File: config.mk
export PLATFORM = sky130hd
export DESIGN_NAME = ddr2_pwrup_seq
export DESIGN_NICKNAME = d
export VERILOG_FILES = /design/src/rtl/ddr2_init_pkg.sv /design/src/rtl/ddr2_init_timer.sv /design/src/rtl/ddr2_init_steps.sv /design/src/rtl/ddr2_init_ctrl.sv /design/src/rtl/ddr2_pwrup_seq.sv
export SDC_FILE = /design/constraint.sdc
export NUM_CORES = 1
export LEC_CHECK = 0
export ABC_AREA = 1
export CAP_MARGIN = 5
export CORE_UTILIZATION = 55
export CTS_CLUSTER_DIAMETER = 40
export CTS_CLUSTER_SIZE = 40
export DETAILED_ROUTE_END_ITERATION = 8
export DONT_BUFFER_PORTS = 1
export PLACE_DENSITY_LB_ADDON = 0.25
export SYNTH_ARGS = -nofsm -noshare
export SYNTH_HDL_FRONTEND = slang
export SYNTH_SLANG_ARGS = --single-unit
File: constraint.sdc
create_clock -name clk -period 1.5 [get_ports clk]
set_clock_uncertainty 0.1 [all_clocks]
set_input_delay 0.075 -clock clk [delete_from_list [all_inputs] [get_ports clk]]
set_output_delay 0.075 -clock clk [all_outputs]
set_load 0.1 [all_outputs]
File: src/rtl/ddr2_init_pkg.sv
package ddr2_init_pkg;

  typedef enum logic [1:0] {
    CMD_NOP  = 2'b00,
    CMD_PREA = 2'b01,
    CMD_LMR  = 2'b10,
    CMD_REF  = 2'b11
  } cmd_e;

  typedef enum logic [1:0] {
    GAP_RP,
    GAP_MRD,
    GAP_RFC,
    GAP_DLL
  } gap_e;

  localparam logic [2:0] BA_MR   = 3'b000;
  localparam logic [2:0] BA_EMR1 = 3'b001;
  localparam logic [2:0] BA_EMR2 = 3'b010;
  localparam logic [2:0] BA_EMR3 = 3'b011;

  localparam logic [3:0] N_STEPS = 4'd11;

  typedef struct packed {
    cmd_e        cmd;
    logic [2:0]  ba;
    logic [15:0] addr;
    gap_e        gap;
  } step_t;

  // nanoseconds to whole clocks, rounded up
  function automatic int unsigned ns_to_clk(input int unsigned ns,
                                            input int unsigned clk_ps);
    return (ns * 1000 + clk_ps - 1) / clk_ps;
  endfunction

  // every command must be followed by at least one NOP
  function automatic int unsigned min_gap(input int unsigned v);
    return (v < 2) ? 2 : v;
  endfunction

  function automatic int unsigned max2(input int unsigned a, input int unsigned b);
    return (a > b) ? a : b;
  endfunction

  function automatic logic [15:0] mr_word(input logic [2:0] cl,
                                          input logic [2:0] bl,
                                          input logic       dll_rst);
    logic [15:0] w;
    w      = '0;
    w[2:0] = bl;
    w[6:4] = cl;
    w[8]   = dll_rst;
    return w;
  endfunction

  function automatic logic [15:0] emr1_word(input logic       dll_off,
                                            input logic       drv,
                                            input logic [2:0] ocd);
    logic [15:0] w;
    w      = '0;
    w[0]   = dll_off;
    w[1]   = drv;
    w[9:7] = ocd;
    return w;
  endfunction

  function automatic logic [15:0] prea_word();
    logic [15:0] w;
    w     = '0;
    w[10] = 1'b1;
    return w;
  endfunction

endpackage

File: src/rtl/ddr2_init_timer.sv
module ddr2_init_timer #(
  parameter int unsigned W       = 16,
  parameter int unsigned RST_VAL = 1
) (
  input  logic         clk,
  input  logic         rst,
  input  logic         load,
  input  logic [W-1:0] load_val,
  output logic         expired
);

  logic [W-1:0] cnt;

  always_ff @(posedge clk) begin
    if (rst) begin
      cnt <= W'(RST_VAL);
    end else if (load) begin
      cnt <= load_val;
    end else if (cnt != '0) begin
      cnt <= cnt - 1'b1;
    end
  end

  assign expired = (cnt == '0);

endmodule

File: src/rtl/ddr2_init_steps.sv
module ddr2_init_steps
  import ddr2_init_pkg::*;
(
  input  logic [3:0] idx,
  input  logic [2:0] cas_lat,
  input  logic [2:0] burst_code,
  input  logic       dll_off,
  input  logic       drv_reduced,
  output step_t      step
);

  always_comb begin
    step.cmd  = CMD_NOP;
    step.ba   = BA_MR;
    step.addr = '0;
    step.gap  = GAP_MRD;
    case (idx)
      4'd0: begin
        step.cmd  = CMD_PREA;
        step.addr = prea_word();
        step.gap  = GAP_RP;
      end
      4'd1: begin
        step.cmd = CMD_LMR;
        step.ba  = BA_EMR2;
      end
      4'd2: begin
        step.cmd = CMD_LMR;
        step.ba  = BA_EMR3;
      end
      4'd3: begin
        step.cmd  = CMD_LMR;
        step.ba   = BA_EMR1;
        step.addr = emr1_word(dll_off, drv_reduced, 3'b000);
      end
      4'd4: begin
        step.cmd  = CMD_LMR;
        step.ba   = BA_MR;
        step.addr = mr_word(cas_lat, burst_code, 1'b1);
        step.gap  = GAP_DLL;
      end
      4'd5: begin
        step.cmd  = CMD_PREA;
        step.addr = prea_word();
        step.gap  = GAP_RP;
      end
      4'd6, 4'd7: begin
        step.cmd = CMD_REF;
        step.gap = GAP_RFC;
      end
      4'd8: begin
        step.cmd  = CMD_LMR;
        step.ba   = BA_MR;
        step.addr = mr_word(cas_lat, burst_code, 1'b0);
      end
      4'd9: begin
        step.cmd  = CMD_LMR;
        step.ba   = BA_EMR1;
        step.addr = emr1_word(dll_off, drv_reduced, 3'b111);
      end
      4'd10: begin
        step.cmd  = CMD_LMR;
        step.ba   = BA_EMR1;
        step.addr = emr1_word(dll_off, drv_reduced, 3'b000);
      end
      default: ;
    endcase
  end

endmodule

File: src/rtl/ddr2_init_ctrl.sv
module ddr2_init_ctrl
  import ddr2_init_pkg::*;
#(
  parameter int unsigned W      = 16,
  parameter int unsigned CKE_CK = 100,
  parameter int unsigned G_RP   = 2,
  parameter int unsigned G_MRD  = 2,
  parameter int unsigned G_RFC  = 2,
  parameter int unsigned G_DLL  = 200
) (
  input  logic         clk,
  input  logic         rst,
  input  logic         expired,
  input  step_t        cur,
  output logic [3:0]   idx,
  output logic         load,
  output logic [W-1:0] load_val,
  output logic         issue_evt,
  output logic         seq_end,
  output logic         cke,
  output cmd_e         cmd,
  output logic [2:0]   ba,
  output logic [15:0]  addr,
  output logic         done
);

  typedef enum logic [1:0] {ST_PWR, ST_RUN, ST_DONE} st_e;
  st_e st;

  logic [W-1:0] gap_val;

  always_comb begin
    case (cur.gap)
      GAP_RP:  gap_val = W'(G_RP - 1);
      GAP_RFC: gap_val = W'(G_RFC - 1);
      GAP_DLL: gap_val = W'(G_DLL - 1);
      default: gap_val = W'(G_MRD - 1);
    endcase
  end

  assign issue_evt = (st == ST_RUN) && expired && (idx != N_STEPS);
  assign seq_end   = (st == ST_RUN) && expired && (idx == N_STEPS);
  assign load      = ((st == ST_PWR) && expired) || issue_evt;
  assign load_val  = (st == ST_PWR) ? W'(CKE_CK - 1) : gap_val;

  always_ff @(posedge clk) begin
    if (rst) begin
      st   <= ST_PWR;
      idx  <= '0;
      cke  <= 1'b0;
      cmd  <= CMD_NOP;
      ba   <= '0;
      addr <= '0;
      done <= 1'b0;
    end else begin
      cmd  <= CMD_NOP;
      ba   <= '0;
      addr <= '0;
      case (st)
        ST_PWR: begin
          if (expired) begin
            cke <= 1'b1;
            st  <= ST_RUN;
          end
        end
        ST_RUN: begin
          if (issue_evt) begin
            cmd  <= cur.cmd;
            ba   <= cur.ba;
            addr <= cur.addr;
            idx  <= idx + 1'b1;
          end else if (seq_end) begin
            done <= 1'b1;
            st   <= ST_DONE;
          end
        end
        default: ;
      endcase
    end
  end

endmodule

File: src/rtl/ddr2_pwrup_seq.sv
module ddr2_pwrup_seq
  import ddr2_init_pkg::*;
#(
  parameter int unsigned CLK_PS      = 4000,
  parameter int unsigned PWR_NS      = 200000,
  parameter int unsigned CKE_NS      = 400,
  parameter int unsigned RP_NS       = 15,
  parameter int unsigned RFC_NS      = 128,
  parameter int unsigned MRD_CLKS    = 2,
  parameter int unsigned DLLRST_CLKS = 200
) (
  input  logic        clk,
  input  logic        rst,
  input  logic [2:0]  cas_lat,
  input  logic [2:0]  burst_code,
  input  logic        dll_off,
  input  logic        drv_reduced,
  output logic        cke,
  output logic [1:0]  cmd,
  output logic [2:0]  ba,
  output logic [15:0] addr,
  output logic        init_done,
  output logic        auto_ref_en
);

  localparam int unsigned PWR_CK = max2(ns_to_clk(PWR_NS, CLK_PS), 1);
  localparam int unsigned CKE_CK = max2(ns_to_clk(CKE_NS, CLK_PS), 1);
  localparam int unsigned G_RP   = min_gap(ns_to_clk(RP_NS, CLK_PS));
  localparam int unsigned G_RFC  = min_gap(ns_to_clk(RFC_NS, CLK_PS));
  localparam int unsigned G_MRD  = min_gap(MRD_CLKS);
  localparam int unsigned G_DLL  = min_gap(max2(DLLRST_CLKS, MRD_CLKS));
  localparam int unsigned MAX_CK = max2(max2(PWR_CK, CKE_CK),
                                        max2(max2(G_RP, G_RFC), max2(G_MRD, G_DLL)));
  localparam int unsigned W      = $clog2(MAX_CK + 1);

  logic [3:0]   idx;
  step_t        cur;
  logic         load;
  logic [W-1:0] load_val;
  logic         expired;
  logic         issue_evt;
  logic         seq_end;
  cmd_e         cmd_q;

  ddr2_init_timer #(
    .W       (W),
    .RST_VAL (PWR_CK - 1)
  ) u_timer (
    .clk      (clk),
    .rst      (rst),
    .load     (load),
    .load_val (load_val),
    .expired  (expired)
  );

  ddr2_init_steps u_steps (
    .idx         (idx),
    .cas_lat     (cas_lat),
    .burst_code  (burst_code),
    .dll_off     (dll_off),
    .drv_reduced (drv_reduced),
    .step        (cur)
  );

  ddr2_init_ctrl #(
    .W      (W),
    .CKE_CK (CKE_CK),
    .G_RP   (G_RP),
    .G_MRD  (G_MRD),
    .G_RFC  (G_RFC),
    .G_DLL  (G_DLL)
  ) u_ctrl (
    .clk       (clk),
    .rst       (rst),
    .expired   (expired),
    .cur       (cur),
    .idx       (idx),
    .load      (load),
    .load_val  (load_val),
    .issue_evt (issue_evt),
    .seq_end   (seq_end),
    .cke       (cke),
    .cmd       (cmd_q),
    .ba        (ba),
    .addr      (addr),
    .done      (init_done)
  );

  assign cmd         = cmd_q;
  assign auto_ref_en = init_done;

endmodule

* Word level (Yosys, flattened, before mapping)
Cells that the tools add are included.
** Cells by class
- Add/subtract/negate cells :: 2
- Eq/ne operators :: 18
- Multiplexer cells :: 12
- Bitwise logic cells :: 2
- Reduce and logical (&&, ||, !) cells :: 22
** Operator list (number)
- one-hot mux 11 bit (5 select lines) :: 1
- two-way mux 16 bit :: 2
- one-hot mux 8 bit (3 select lines) :: 1
- one-hot mux 2 bit (3 select lines) :: 3
- == test 4 x 3 -> 1 bit (second input constant) :: 4
- == test 4 bit (second input constant) :: 4
- logical NOT 16 bit :: 1
- nonzero test 16 bit :: 1
- subtractor 16 x 1 -> 16 bit (second input constant) :: 1
- == test 4 x 2 -> 1 bit (second input constant) :: 2
- two-way mux 8 bit :: 1
- OR reduction 7 bit :: 1
- two-way mux 2 bit :: 3
- OR reduction 2 bit :: 3
- OR reduction 3 bit :: 2
- adder 4 x 1 -> 4 bit (second input constant) :: 1
- == test 2 bit (second input constant) :: 2
- == test 4 x 1 -> 1 bit (second input constant) :: 1
- logical AND 1 bit :: 4
- logical NOT 2 bit :: 2
- logical NOT 4 bit :: 1
- != test 2 bit (second input constant) :: 2
- != test 4 bit (second input constant) :: 1
- one-hot mux 2 bit (2 select lines) :: 1
- other kinds (8) :: 11
** Storage, ports and cells
- Register bits after elaboration :: 45

* Logic depth before layout (Yosys ltp)
Gate-level depths: netlist (run 1).
- Word-level depth :: 7
- Mapped depth :: 12

* Hierarchy
From an unflattened synthesis (run 1), not the netlist that was laid out.
** Unflattened totals
- Cells, all modules :: 348
- Area total of the unflattened synthesis :: 2401.1 µm²
** By module, submodules not included
- ddr2_init_ctrl :: instances 1, cells an instance 136, area each 1137.3 µm², sequential area each 580.6 µm²
- ddr2_init_timer :: instances 1, cells an instance 152, area each 969.7 µm², sequential area each 320.3 µm²
- ddr2_init_steps :: instances 1, cells an instance 59, area each 286.5 µm², sequential area each 0.0 µm²
- ddr2_pwrup_seq :: instances 1, cells an instance 1, area each 7.5 µm², sequential area each 0.0 µm²

* Worst setup path before layout (run 1)
Ideal clock, no wire load.
- Path kind :: register -> register
- From :: register u_timer.cnt[0]
- To :: register u_timer.cnt[3]
- Library setup time :: 0.125 ns
- Data arrival time :: 1.362 ns
- Data required time :: 1.275 ns
- Path slack :: -0.088 ns
- Cell stages (with the launch flop) :: 13
- Buffers on the path :: 1
- Clock period less this slack :: 1.588 ns
- Path through :: dfxtp_1 inv_1 ha_1 nand2_1 nor2_4 nand2_4 nor2_4 o21ai_2 buf_6 nand2_1 nand2_1 nand2_1 nand2_1
** Between the ends
- Longest elaborated chain between the ends :: 5
- Elaborated cells between the ends (all ways) :: 10
** RTL lines
- start: declaration :: line ddr2_init_timer.sv:12 : logic [W-1:0] cnt;
- start signal: assignment :: line ddr2_init_timer.sv:16 : cnt <= W'(RST_VAL);
- start signal: assignment :: line ddr2_init_timer.sv:18 : cnt <= load_val;
- start signal: assignment :: line ddr2_init_timer.sv:20 : cnt <= cnt - 1'b1;
- branches (longest 5 deep; another with subtractor 16 x 1 -> 16 bit)
Parallel ways; which one is timed is not known. The select of a mux whose other input is x is not followed.
A chain may end at the register's enable or synchronous reset.

* Worst setup path in the final report (run 1)
- From :: register u_timer.cnt[1]
- To :: register u_timer.cnt[7]
Same word-level chain as after synthesis.

==> results.toml, run 1 <==
[floorplan]
row_count = 21
fp.dieArea_sq_mm = 0.00392
core_area_sq_mm = 0.00342
die_y_microns = 62.6
initial_core_util_pct = 59.2
die_w_microns = 62.6
ios = 34

[pwr]
powerDensity_mw_per_mm2 = 661
leakagePower_nw = 1.27
power.share.switching_pct = 27.5
max-vdd-ir-drop_mv = 0.650
intPower_mw = 1.38
switching_power_mw = 0.526
clock_power_share_pct = 39.4
p_comb_share_pct = 8.3
seq_power_share_pct = 52.3

[hold_path]
min_path_type = "input pin to register"
hold_depth = 1

[clocking]
cts_root_buf = "clkbuf_4"
cts_tree = "done"
postCtsHoldBufs = 9
clkLatencyLatePin_ps = 370
cts.htree.levels = 2
clock_path_buffers = 2
cts.sinks = 37
numCtsBuffers = 5
path_clk_slew_ps = 150

[logic_synthesis]
synth_area_sq_mm = 0.00202
yosys.area.top_type_share_pct = 36.7
synth.distinct_cells = 35
synth_edf_count = 0
ys_warn_count = 0
yosysSeqAreaShare_pct = 36.7
synth.most_common_cell = "nand2_1"
netlist_top_cells_area = "dfxtp_1 (37%), nand2_1 (12%), nor2_1 (9.1%)"
synth_top_cell_by_area = "dfxtp_1"
async_flop_share_pct = 0
synth_ff_type = "dfxtp_1"
synth_common_cells = "nand2_1 (65), nor2_1 (49), dfxtp_1 (37), inv_1 (26), nand3_1 (14)"
avgSynthCellArea_sq_um = 7.17
synth_seq_cells = 37
syn_inst = 282

[route]
antenna_left = 0
viasPerCell = 5.63
drt-initial-drc-count = 229
dr.pass1.iters = 7
num_vias = 2236
wl_microns = 6920
drc = 0
wl_per_cell_microns = 17.4

[grt]
grt_pass1_wl_microns = 8910
antenna_found_initial = 0
grt_remaining_overflow = 0
grt_usage_pct = 29.3
grt_max_degree = 14
first_global_vias = 2006

[finish]
num-fill-cells = 183
design_area_sq_mm = 0.00289
area_growth_pct = 43.0
multi_input_area_sq_mm = 0.00134
antenna_cells = 0
nets = 366
finalNonFillerCells = 397
drive_gt1_share_pct = 41.3
seq_area_sq_um = 752

[place]
dpl.cell_count = 372
place_area_sq_mm = 0.00243
gp_routability_congestion = 0.896
port-buffer-count = 0
dp_hpwl_microns = 3500

[worst_setup_path]
r2r-end = "u_timer.cnt[7]"
cp-endpoint = "u_timer.cnt[7]"
cp-startpoint = "u_timer.cnt[1]"
worst-setup-path-type = "register to register"
reg2reg_depth = 8
regToRegSetupSlack_ps = -290
cp-end-kind = "register"
r2r_start = "u_timer.cnt[1]"
required_ps = 1690
worstPathArrival_ps = 1980
cp-start-kind = "register"
path_max_fanout = 3

[status]
failed_checks = "negative hold slack, negative setup slack"
status = "complete, but fails checks"

[sta]
setup_slack_ps = -292
drv_slew = 0
hold_slack_ps = -364
rsz0062_at_grt = "true"
tns_ps = -4050
period_needed_ps = 1790
hold_violations = 9
setup_viol = 34
clock.fmax_ghz = 0.558
timing.final.crit_share_pct = 119

[run]
maxCapViolCount = 0
==> critical path: stages, from the launching register on <==
cell     delay (ps)
dfxtp_2         360
inv_2            80
ha_4            160
nand2_4          50
nor2_4          140
nand3_2         120
nor3_1          350
nand2_1         180
a21oi_2         180
==> layout by cell type (no fill, tap or decap), types with 6 or more instances in the layout <==
master	count
dfxtp_1	28
nand2_1	57
dlygate4sd3_1	9
nor2_4	13
dfxtp_2	9
conb_1	7
nor2_1	37
buf_4	56
nand3_1	10
xor2_1	6
nor2_2	11
nand2_4	6
inv_1	22
nand2_2	10
==> stage by stage <==
stage | utilization (%) | total power, mW | hold WS [ps] | worst slack [ps]
finish | 84.6 | 1.91 | -364 | -292
global route | 84.6 | 1.94 | -373 | -357
CTS | 79.1 | 1.88 | -347 | -67.8
detailed placement | 71.0 | 1.14 | 48.4 | -122
global placement | 71.0 | 1.14 | 43.5 | -57.5
floorplan | - | 1.14 | 103 | 6.75
==> timing repair <==
item / in CTS / in global routing
resized for setup: 28 / 38
buffers inserted: 2 / 5
setup endpoints to repair: 35 / 36
cloned: 0 / 1
hold endpoints to repair: 26 / 9
pin swaps: 15 / 11
==> how the worst min path moves through the flow <==
stage / from / to / slack [ps]
after floorplan: burst_code[2] / u_ctrl.addr[2] / 100
after global placement: rst / u_ctrl.done / 40
after detailed placement: rst / u_ctrl.done / 50
after CTS: rst / u_ctrl.idx[1] / -350
after global routing: rst / u_ctrl.idx[1] / -370
final: rst / u_ctrl.idx[3] / -360
==> cell families after synthesis <==
family                     synth area share, %
DFF                                       36.7
AOI/OAI and AO/OA                         7.80
and+or+nand+nor                           37.5
xor gates and xnor gates                  4.33
buffers and inverters                     9.84
adders and majority gates                 3.72
other                                    0.186
==> cell type report <==
type | count | share of cell area, %
tap | 46 | 1.99
multi-input combinational | 212 | 46.4
sequential | 37 | 26.0
clock buffer | 5 | 1.30
inverter | 27 | 3.59
timing repair buffer | 67 | 19.1
clock inverter | 3 | 1.60
==> power groups by stage <==
stage	clock [mW]	combinational, mW	sequential, mW
finish	0.752	0.158	0.999
global route	0.779	0.163	1.00
CTS	0.737	0.149	0.997
detailed placement	0	0.125	1.02
global placement	0	0.124	1.02
floorplan	0	0.128	1.02
==> sequential cells by signal (all words and copies together), names as in the netlist <==
register	cells
u_ctrl.st	2
u_ctrl.ba	2
u_timer.cnt	16
u_ctrl.cke	1
u_ctrl.addr	9
u_ctrl.idx	4
u_ctrl.done	1
u_ctrl.cmd	2
==> per-layer routing <==
layer | wire, microns | part of all wire, % | global-route usage (%) | vias to the layer above
met5 | 0 | 0 | 0 | -
li1 | - | - | - | 1005
met2 | 3410 | 49 | 51.5 | 157
met1 | 2510 | 36 | 32.2 | 1024
met4 | 486 | 7.0 | 16.9 | 0
met3 | 515 | 7.4 | 6.57 | 50
Note: power is estimated with default switching activity, not from simulation.
==> inputs of run 2 (changes only) <==
Settings changed: CORE_UTILIZATION 55 to 24, SKIP_CTS_REPAIR_TIMING set to 1.
==> run 2 against run 1 <==
  * The flow still finishes with violations (negative hold slack, negative setup slack)
  * Final cell count rose by 20%
  * Critical path depth up 1
  * Clock power fell by 4.0%
  * Largest power group unchanged
  * Flip-flop and latch count stayed put
  * First-iteration DRC count is 67% lower
  * Non-clock buffer count up 20
  * Sequential power shrank 0.4%
  * Global-route usage decreased by 17 points
  * Setup slack better by 220 ps
  * Sequential share of layout area decreased by 2.0 points
  * Count of clock-buffer cells in the layout increased by 2
  * Total power down 0.86%
==> results.toml, run 2 (same netlist as run 1, synthesis figures left out) <==
[status]
failed_checks = "negative hold slack, negative setup slack"
status = "complete, but fails checks"

[pwr]
power.share.switching_pct = 25.7
powerDensity_mw_per_mm2 = 600
p_comb_share_pct = 9.3
leakagePower_nw = 1.36
intPower_mw = 1.41
p_total_mw = 1.89
clock_power_share_pct = 38.1
seq_power_share_pct = 52.6
max-vdd-ir-drop_mv = 0.237
switching_power_mw = 0.485

[grt]
antenna_found_initial = 0
grt_usage_pct = 12.1
grt_remaining_overflow = 0
grt_max_degree = 15
first_global_vias = 1839
grt_pass1_wl_microns = 8280

[hold_path]
min_path_type = "input pin to register"
hold_depth = 3

[finish]
largest_register_ffs = 16
antenna_cells = 0
largest_registers = "u_timer.cnt x16, u_ctrl.addr x9, u_ctrl.idx x4"
final_common_cell = "buf_4"
drive_gt1_share_pct = 47.6
area_growth_pct = 56.2
final_cell_mix = "buf_4 (74), nand2_1 (49), nor2_1 (36)"
top_register = "u_timer.cnt"
nets = 386
num-fill-cells = 848

[worst_setup_path]
cp-start-kind = "register"
regToRegSetupSlack_ps = -80
path_max_fanout = 7
cp-end-kind = "register"
r2r_start = "u_timer.cnt[13]"
worstPathArrival_ps = 1660
worst-setup-path-type = "register to register"
required_ps = 1590
cp-endpoint = "u_timer.cnt[2]"
cp-startpoint = "u_timer.cnt[13]"
r2r-end = "u_timer.cnt[2]"
reg2reg_depth = 9

[sta]
drv_slew = 0
setup_viol = 15
hold_violations = 8
period_needed_ps = 1580
hold_slack_ps = -15.9
rsz0062_at_grt = "true"
clock.fmax_ghz = 0.635
timing.final.crit_share_pct = 105
setup_slack_ps = -75.8

[place]
port-buffer-count = 0
gp_routability_congestion = 0.826
dp_hpwl_microns = 3820

[clocking]
clkLatencyLatePin_ps = 300
cts.sinks = 37
cts_root_buf = "clkbuf_8"
path_clk_slew_ps = 80
cts_tree = "done"
cts.htree.levels = 2
numCtsBuffers = 5
clock_path_buffers = 2

[route]
viasPerCell = 4.22
antenna_left = 0
num_vias = 2003
drc = 0
wl_microns = 5400
wl_per_cell_microns = 11.4
dr.pass1.iters = 4
drt-initial-drc-count = 76

[floorplan]
fp.dieArea_sq_mm = 0.00879
initial_core_util_pct = 24.7
die_y_microns = 93.8
row_count = 33
core_area_sq_mm = 0.00818
die_w_microns = 93.8
ios = 34

[run]
maxCapViolCount = 0
-- run 2: final cells by class --
type	instances	area, sq um	area share (%)
multi-input cells	212	1360	43.1
flip-flops and latches	37	757	24.0
repair buffers	87	707	22.4
well taps	105	131	4.16
inverters	27	113	3.57
clock buffers	7	86.3	2.74
-- run 2: stage by stage --
step                      cell area (sq um)  TNS, ps  std cells  utilization, %  setup slack (ps)
after floorplan                        2060        0        288               -              6.75
after global placement                 2610    -1470        445            31.9              -106
after detailed placement               2610    -1650        445            31.9              -111
after CTS                              2690    -2420        452            32.9              -132
after global routing                   3160    -3090        475            38.6              -187
final                                  3160     -737        475            38.6             -75.8
-- run 2: worst min path at each step --
| stage | to | from |
|---|---|---|
| 2_1_floorplan | u_ctrl.addr[2] | burst_code[2] |
| 3_3_place_gp | u_ctrl.done | rst |
| 3_5_place_dp | u_ctrl.done | rst |
| 4_1_cts | u_ctrl.done | rst |
| 5_1_grt | u_ctrl.addr[10] | rst |
| 6_report | u_ctrl.addr[10] | rst |
-- run 2: power by group through the flow --
| stage | registers, mW | logic, mW | clock network [mW] |
|---|---|---|---|
| finish | 0.995 | 0.176 | 0.722 |
| global placement | 1.02 | 0.137 | 0 |
| floorplan | 1.02 | 0.128 | 0 |
| CTS | 0.994 | 0.136 | 0.754 |
| global route | 0.996 | 0.188 | 0.798 |
| detailed placement | 1.02 | 0.136 | 0 |
-- run 2: worst max-delay path, stage by stage, from the launching register on --
cell        delay, ps
dfxtp_2           340
nor2_4            180
nand2_4            90
nor2_4            150
nand2_4           110
buf_4             160
clkinvlp_4        130
o21ai_1            90
o21ai_2            70
nand2_1            50
-- run 2: layer usage --
metal	track usage, %	vias to the layer above	share of wire (%)
li1	-	1045	-
met1	15.5	912	46
met2	19.7	35	48
met3	2.91	11	3.6
met4	4.23	0	1.9
met5	0	-	0
==> inputs of run 3 (changes only) <==
Settings changed: PLACE_DENSITY set to 0.46, PLACE_DENSITY_LB_ADDON 0.25 to not set.
Clock period 1.5 ns to 1.6 ns, I/O delays scaled along.
==> run 3 against run 2 <==
  * The flow now finishes without violations
  * Register-to-register slack better by 120 ps
  * Utilization is 3.2 points lower
  * Final area is 8.4% lower
  * Largest power group is now clock
  * Highest routed layer unchanged
==> results.toml, run 3 (same netlist as run 1, synthesis figures left out) <==
[sta]
drv_slew = 0
setup_viol = 0
hold_slack_ps = 356
period_needed_ps = 1560
clock.fmax_ghz = 0.642
tns_ps = 0
hold_violations = 0
setup_slack_ps = 42.2
timing.final.crit_share_pct = 97.4
rsz0062_at_grt = "true"

[finish]
nets = 361
top_register = "u_timer.cnt"
antenna_cells = 0
area_growth_pct = 43.0
design_area_sq_mm = 0.00289
largest_registers = "u_timer.cnt x16, u_ctrl.addr x9, u_ctrl.idx x4"
final_common_cell = "nand2_1"
largest_register_ffs = 16
final_cell_mix = "nand2_1 (58), buf_4 (51), nor2_1 (45)"
finalNonFillerCells = 451
drive_gt1_share_pct = 36.7

[pwr]
powerDensity_mw_per_mm2 = 713
leakagePower_nw = 1.26
p_comb_share_pct = 7.1
intPower_mw = 1.59
seq_power_share_pct = 45.3
power.share.switching_pct = 23.1
switching_power_mw = 0.477
max-vdd-ir-drop_mv = 0.292
clock_power_share_pct = 47.6

[place]
place_area_sq_mm = 0.00247
gp_routability_congestion = 0.774
port-buffer-count = 0
dp_hpwl_microns = 3650
post-place-ws_ps = -88.5
dpl.cell_count = 429

[clocking]
cts_root_buf = "clkbuf_8"
numCtsBuffers = 5
path_clk_slew_ps = 80
clkLatencyLatePin_ps = 300
cts.sinks = 37
cts_tree = "done"
cts.htree.levels = 2
clock_path_buffers = 2

[floorplan]
row_count = 33
core_area_sq_mm = 0.00818
initial_core_util_pct = 24.7
die_w_microns = 93.8
fp.dieArea_sq_mm = 0.00879
ios = 34
die_y_microns = 93.8

[route]
drt-initial-drc-count = 99
dr.pass1.iters = 4
drc = 0
num_vias = 1907
viasPerCell = 4.23
wl_per_cell_microns = 11.3
antenna_left = 0
wl_microns = 5110

[grt]
first_global_vias = 1755
grt_pass1_wl_microns = 8130
grt_remaining_overflow = 0
grt_usage_pct = 12.0
grt_max_degree = 13
antenna_found_initial = 0

[worst_setup_path]
cpMostUsedCell = "nor2_4"
worstPathArrival_ps = 1650
crit_buf_inv = 1
crit_slowest_cell = "dfxtp_2"
slowest_delay_ps = 350
worst-setup-path-type = "register to register"
cp-start-kind = "register"
crit_chain = "nor2_4 -> nand2_2 -> nor2_4 -> nand2_4 -> nor2_4 -> o21ai_4 -> nand3_1 -> nand2_1 -> inv_1 -> nand2_1"
required_ps = 1690
critPathTopFamily = "simple AND/OR/NAND/NOR gates"
cp-end-kind = "register"
path_max_fanout = 11

[hold_path]
min_path_type = "input pin to register"

[status]
status = "finished clean"

[run]
maxCapViolCount = 0
[run 3: cell count changes in the layout (fill, tap and decap cells not counted), moves of 5 or more]
| cell | previous run | this run |
|---|---|---|
| buf_4 | 74 | 51 |
| nor2_1 | 36 | 45 |
| nand2_1 | 49 | 58 |
| nand2_2 | 17 | 11 |
| nor2_2 | 11 | 5 |
| o21ai_0 | 2 | 7 |
[run 3: layout make-up]
class                   instances  area, sq um
clock buffers                   5         68.8
repair buffers                 63          524
flip-flops and latches         37          754
fillers                       882         5290
multi-input cells             211         1240
inverters                      27          101
well taps                     105          131
clock inverters                 3         65.1
[run 3: per-stage QoR]
stage / utilization, % / power, mW
final: 35.4 / 2.06
after floorplan: - / 1.07
after global placement: 30.2 / 1.07
after detailed placement: 30.2 / 1.07
after CTS: 31.9 / 2.06
after global routing: 35.4 / 2.15
[run 3: per-layer routing]
layer  global-route usage (%)  vias up  part of all wire, %
met2                     20.6       28                   53
li1                         -      987                    -
met4                     5.00        0                  1.8
met1                     13.9      885                   43
met5                        0        -                    0
met3                     3.16        7                  2.5
[run 3: power by group through the flow]
stage / sequential (mW) / combinational (mW) / clock, mW
2_1_floorplan: 0.953 / 0.116 / 0
3_3_place_gp: 0.953 / 0.117 / 0
3_5_place_dp: 0.954 / 0.116 / 0
4_1_cts: 0.932 / 0.116 / 1.01
5_1_grt: 0.935 / 0.157 / 1.06
6_report: 0.934 / 0.146 / 0.981
[run 3: worst paths after layout]
| path | cells after the start | endpoint | slack (ps) | start |
|---|---|---|---|---|
| worst max-delay path | 10 | u_timer.cnt[1] | 40 | u_timer.cnt[2] |
| worst min register to register | 1 | u_ctrl.cke | 370 | u_ctrl.cke |
| worst min-delay path | 3 | u_ctrl.addr[2] | 360 | burst_code[2] |
| worst max register to register | 10 | u_timer.cnt[1] | 40 | u_timer.cnt[2] |
[run 3: tightest hold or removal path: cells and delay by family]
kind / cells / cell delay, ps
buf+inv: 1 / 540
simple gates: 2 / 100
